**src/rtl/fieldops_pkg.sv**
```systemverilog
package fieldops_pkg;

  typedef enum logic [1:0] {
    OP_EXTRACT = 2'b00,
    OP_CONCAT  = 2'b01,
    OP_ROTL    = 2'b10,
    OP_ROTR    = 2'b11
  } fieldop_e;

  // strobes from control to datapath; at most one function strobe is set
  typedef struct packed {
    logic load;
    logic selExtract;
    logic selConcat;
    logic selRotL;
    logic selRotR;
  } fieldStrobe_t;

endpackage

```
**src/rtl/fieldops_ctrl.sv**
```systemverilog
module fieldops_ctrl
  import fieldops_pkg::*;
(
  input  logic         inValid,
  input  logic [1:0]   opCode,
  output fieldStrobe_t strobes
);

  fieldop_e opSel;
  assign opSel = fieldop_e'(opCode);

  always_comb begin
    strobes            = '0;
    strobes.load       = inValid;
    if (inValid) begin
      unique case (opSel)
        OP_EXTRACT: strobes.selExtract = 1'b1;
        OP_CONCAT:  strobes.selConcat  = 1'b1;
        OP_ROTL:    strobes.selRotL    = 1'b1;
        OP_ROTR:    strobes.selRotR    = 1'b1;
        default:    strobes            = '0;
      endcase
    end
  end

endmodule

```
**src/rtl/fieldops_dp.sv**
```systemverilog
module fieldops_dp
  import fieldops_pkg::*;
#(
  parameter int W  = 32,
  parameter int LW = $clog2(W) + 1
) (
  input  logic          clk,
  input  logic          rst,
  input  fieldStrobe_t  strobes,
  input  logic [W-1:0]  srcA,
  input  logic [W-1:0]  srcB,
  input  logic [LW-1:0] startPos,
  input  logic [LW-1:0] fieldLen,
  input  logic [LW-1:0] cntA,
  input  logic [LW-1:0] cntB,
  output logic [W-1:0]  result,
  output logic          outValid
);

  localparam int AW = (W > 1) ? $clog2(W) : 1;
  localparam logic [LW-1:0] W_LW = LW'(W);
  localparam logic [W-1:0]  W_WW = W'(W);

  function automatic logic [LW-1:0] clampCount(input logic [LW-1:0] c);
    return (c > W_LW) ? W_LW : c;
  endfunction

  function automatic logic [W-1:0] lowMask(input logic [LW-1:0] k);
    logic [W-1:0] m;
    for (int i = 0; i < W; i++) m[i] = (i < int'(k));
    return m;
  endfunction

  // extract
  logic [LW-1:0] lenEff;
  logic [W-1:0]  exShifted, exRes;
  assign lenEff    = clampCount(fieldLen);
  assign exShifted = srcA >> startPos;
  assign exRes     = exShifted & lowMask(lenEff);

  // concatenate
  logic [LW-1:0] nA, nB;
  logic [W-1:0]  partA, partB, catRes;
  assign nA     = clampCount(cntA);
  assign nB     = clampCount(cntB);
  assign partA  = srcA & lowMask(nA);
  assign partB  = srcB & lowMask(nB);
  assign catRes = partB | (partA << nB);

  // rotate
  logic [AW-1:0]  rotAmt;
  logic [2*W-1:0] dblL, dblR;
  logic [W-1:0]   rotLRes, rotRRes;
  assign rotAmt  = AW'(srcB % W_WW);
  assign dblL    = {srcA, srcA} << rotAmt;
  assign dblR    = {srcA, srcA} >> rotAmt;
  assign rotLRes = dblL[2*W-1:W];
  assign rotRRes = dblR[W-1:0];

  logic [W-1:0] nextRes;
  always_comb begin
    nextRes = '0;
    if (strobes.selExtract) nextRes = exRes;
    if (strobes.selConcat)  nextRes = catRes;
    if (strobes.selRotL)    nextRes = rotLRes;
    if (strobes.selRotR)    nextRes = rotRRes;
  end

  always_ff @(posedge clk) begin
    if (rst) begin
      outValid <= 1'b0;
      result   <= '0;
    end else begin
      outValid <= strobes.load;
      if (strobes.load) result <= nextRes;
    end
  end

endmodule

```
**src/rtl/fieldops_unit.sv**
```systemverilog
module fieldops_unit
  import fieldops_pkg::*;
#(
  parameter int WIDTH = 32
) (
  input  logic                   clk,
  input  logic                   rst,
  input  logic                   inValid,
  input  logic [1:0]             opCode,
  input  logic [WIDTH-1:0]       srcA,
  input  logic [WIDTH-1:0]       srcB,
  input  logic [$clog2(WIDTH):0] startPos,
  input  logic [$clog2(WIDTH):0] fieldLen,
  input  logic [$clog2(WIDTH):0] cntA,
  input  logic [$clog2(WIDTH):0] cntB,
  output logic [WIDTH-1:0]       result,
  output logic                   outValid
);

  localparam int LW = $clog2(WIDTH) + 1;

  fieldStrobe_t ctrlStrobes;

  fieldops_ctrl ctrl_i (
    .inValid (inValid),
    .opCode  (opCode),
    .strobes (ctrlStrobes)
  );

  fieldops_dp #(.W(WIDTH), .LW(LW)) dp_i (
    .clk      (clk),
    .rst      (rst),
    .strobes  (ctrlStrobes),
    .srcA     (srcA),
    .srcB     (srcB),
    .startPos (startPos),
    .fieldLen (fieldLen),
    .cntA     (cntA),
    .cntB     (cntB),
    .result   (result),
    .outValid (outValid)
  );

endmodule

```
**config.mk**
```make
export PLATFORM = sky130hd
export DESIGN_NAME = fieldops_unit
export DESIGN_NICKNAME = d
export VERILOG_FILES = /design/src/rtl/fieldops_pkg.sv /design/src/rtl/fieldops_ctrl.sv /design/src/rtl/fieldops_dp.sv /design/src/rtl/fieldops_unit.sv
export SDC_FILE = /design/constraint.sdc
export NUM_CORES = 1
export LEC_CHECK = 0
export BUFFER_PORTS_ARGS = -buffer_cell sky130_fd_sc_hd__buf_2
export CAP_MARGIN = 20
export CORE_MARGIN = 8
export CORE_UTILIZATION = 45
export DETAILED_ROUTE_END_ITERATION = 6
export PLACE_DENSITY_LB_ADDON = 0.2
export SLEW_MARGIN = 20
export SYNTH_ARGS = -nofsm -noshare
export SYNTH_HDL_FRONTEND = slang
export SYNTH_SLANG_ARGS = --single-unit
```
**constraint.sdc**
```tcl
create_clock -name clk -period 2.75 [get_ports clk]
set_input_delay 0.55 -clock clk [delete_from_list [all_inputs] [get_ports clk]]
set_output_delay 0.55 -clock clk [all_outputs]
set_load 0.02 [all_outputs]
```
==> results.yml <==
run_status:
  status: "finished, violations left"
  violations: "DRC"
logic_synthesis:
  netlist_instances: 1527
  ys.flop_type: "dfxtp_1"
  syn_avg_cell_area_um2: 7.637
  syn-cell-area_um2: 11660
  ys_ff_latch: 33
  yosysUniqueCellTypes: 87
  ys_seq_area_share_pct: 5.665
  synth_edf_count: 0
  mappedNetlistNets: 1620
  async_flop_share_pct: 0
  ys_warn_count: 0
sta:
  period_minus_slack_ns: 2.715
  tightest_slew_ns: 0.8530
  whs_ns: 0.5214
  fmax_mhz: 368.4
  timing.final.crit_share_pct: 98.71
  setup_viol: 0
  finalHoldViolations: 0
  finalWorstSetupSlack_ns: 0.03547
  report.final.slew_viol_count: 0
  slew_headroom_pct: 42.65
  clock_skew_ns: 0
cts:
  cts_buffer_depth: 2
  cts_max_level: 2
  clk_pin_slew_ns: 0.06
  cts-root-buf: "clkbuf_16"
  cts-buffers-inserted: 5
  cts_tree: "yes"
  clock_sinks: 33
  worst_skew_pair.late_latency_ns: 0.28
grt:
  grt_start_max_net_pins: 46
  grt_overflow: 0
  grt_pass1_wl_um: 99240
  use_met2_pct: 64.68
  track_usage_pct: 41.80
  use_met3_pct: 11.59
  grtUsageMet1_pct: 50.73
  antenna_found_initial: 0
  grt_pass1_vias: 15560
  globalRoute.busiestLayer: "met2"
die:
  rows: 59
  fp.dieArea_um2: 31320
  start_util_pct: 45.27
  die_h_um: 177.0
  die_x_um: 177.0
  num_io_pins: 126
  core_area_um2: 25760
critical_path:
  required_ns: 2.92
  max_stage_delay_ns: 0.56
  crit_type: "in2reg"
  cp_cell_sequence: "buf_8, buf_4, mux4_2, mux2i_1, buf_4, o22ai_1, o21ai_0, a41oi_1, a221o_1"
  end_kind: "flop"
  crit_path_start_kind: "primary input"
  cp_slowest_cell: "mux4_2"
  path_max_fanout: 20
  worstPathArrival_ns: 2.88
  r2r_cells: 5
  worst_path_most_repeated_cell: "buf_4"
route:
  finalWirelength_um: 68380
  vias_per_cell: 7.133
  dr.first_iter.drc_count: 2519
  vias: 16410
  routedWlPerCell_um: 29.72
  drc: 5
  drt_pass1_iterations: 7
  ant_nets: 0
place:
  port_buffers: 125
  finalWeightedCongestion: 1.069
  place_hpwl_um: 55220
  placed_area_um2: 15830
  place_ws_ns: -0.5676
power:
  ir_worst_vdd_mv: 0.2386
  powerDensity_nw_per_um2: 281.4
  p_leak_nw: 6.977
  power_w: 0.004573
hold_path:
  hold-path-cell-count: 2
  hold_path.class: "reg2reg"
final_layout:
  fin_util_pct: 63.08
  fill_cells: 2370
  design_area_um2: 16250
  area_delta_synth_final_pct: 39.35
  drive_gt1_share_pct: 42.95
  final_cell_mix: "buf_4 (468), nand2_1 (164), mux2i_1 (140)"
  final_net_count: 2057
  final_common_cell: "buf_4"
run:
  maxCapViolCount: 0
==> final cells by class <==
class / instances / area (µm²) / share of cell area, %
well taps: 335 / 419.2 / 2.579
clock inverters: 1 / 5.005 / 0.03080
inverters: 17 / 63.81 / 0.3926
diodes: 1 / 2.502 / 0.01540
repair buffers: 619 / 4698 / 28.91
clock buffers: 7 / 152.6 / 0.9393
flip-flops and latches: 33 / 660.6 / 4.065
multi-input cells: 1288 / 10250 / 63.07
==> logic make-up after synthesis <==
group,synth area share [%]
AOI/OAI and AO/OA,31.08
and+or+nand+nor,18.97
muxes,36.28
buffers and inverters,8.003
DFF,5.665
==> critical path, delay by kind of cell <==
family                 cells  cell delay [ns]
AO/OA/AOI/OAI              4             0.87
buffers and inverters      3             0.64
multiplexers               2             0.81
==> state kept, by name, indices dropped and copies added, names as in the netlist <==
name and count:
dp_i.result 32, dp_i.outValid 1
==> synth_stat cells, types with 8 or more instances <==
master	instances	area share, %
nand2_1	164	5.3
mux2_2	68	6.6
o31ai_1	17	1.1
a31oi_1	16	0.86
o22ai_1	54	2.9
a21oi_1	62	2.7
a32oi_1	8	0.60
inv_1	11	0.35
buf_2	59	2.5
a221oi_1	19	1.4
nand2b_1	17	0.91
mux4_2	89	17
o211ai_1	40	2.6
or2_2	12	0.64
buf_1	14	0.45
mux2i_1	146	13
o2111ai_1	10	0.75
a211oi_1	31	2.0
buf_4	9	0.58
dfxtp_1	33	5.7
and2_1	13	0.70
or3_1	8	0.43
o221ai_1	15	1.1
nor2b_1	17	0.91
nand3_1	33	1.4
a22oi_1	19	1.2
a2111oi_0	10	0.75
clkbuf_1	100	3.2
nor3_1	35	1.5
nor2_1	125	4.0
and3_1	8	0.43
o21ai_0	92	3.9
==> report_power, final <==
part,switching (W),internal [W]
registers,0.0000411,0.000520
logic,0.00190,0.00151
clock network,0.000222,0.000384
total,0.00216,0.00241
==> layer usage <==
metal / wire [µm] / vias to the layer above
met5: 0 / -
met1: 24760 / 7804
met4: 5253 / 0
met2: 29700 / 1332
li1: - / 6910
met3: 8666 / 366
==> stage by stage <==
stage,std cells,TNS [ns]
floorplan,1527,0
global placement,2289,-6.976
detailed placement,2289,-7.936
CTS,2298,0
global route,2300,-0.008110
finish,2301,0
==> final timing paths <==
kind	startpoint	end	slack, ns
max	srcB[1]	dp_i.result[16]$_SDFFE_PP0P_	0.04
min	dp_i.result[14]$_SDFFE_PP0P_	dp_i.result[14]$_SDFFE_PP0P_	0.52
max reg2reg	dp_i.result[30]$_SDFFE_PP0P_	dp_i.result[30]$_SDFFE_PP0P_	1.16
min reg2reg	dp_i.result[14]$_SDFFE_PP0P_	dp_i.result[14]$_SDFFE_PP0P_	0.52
==> timing repair <==
item / 4_1_cts / 5_1_grt
resized for setup: 13 / 43
hold buffers: 0 / 0
setup endpoints to repair: 7 / 24
gates cloned: 1 / 1
buffers inserted: 0 / 1
pin swaps: 2 / 5
Note: power is estimated with default switching activity, not from simulation.
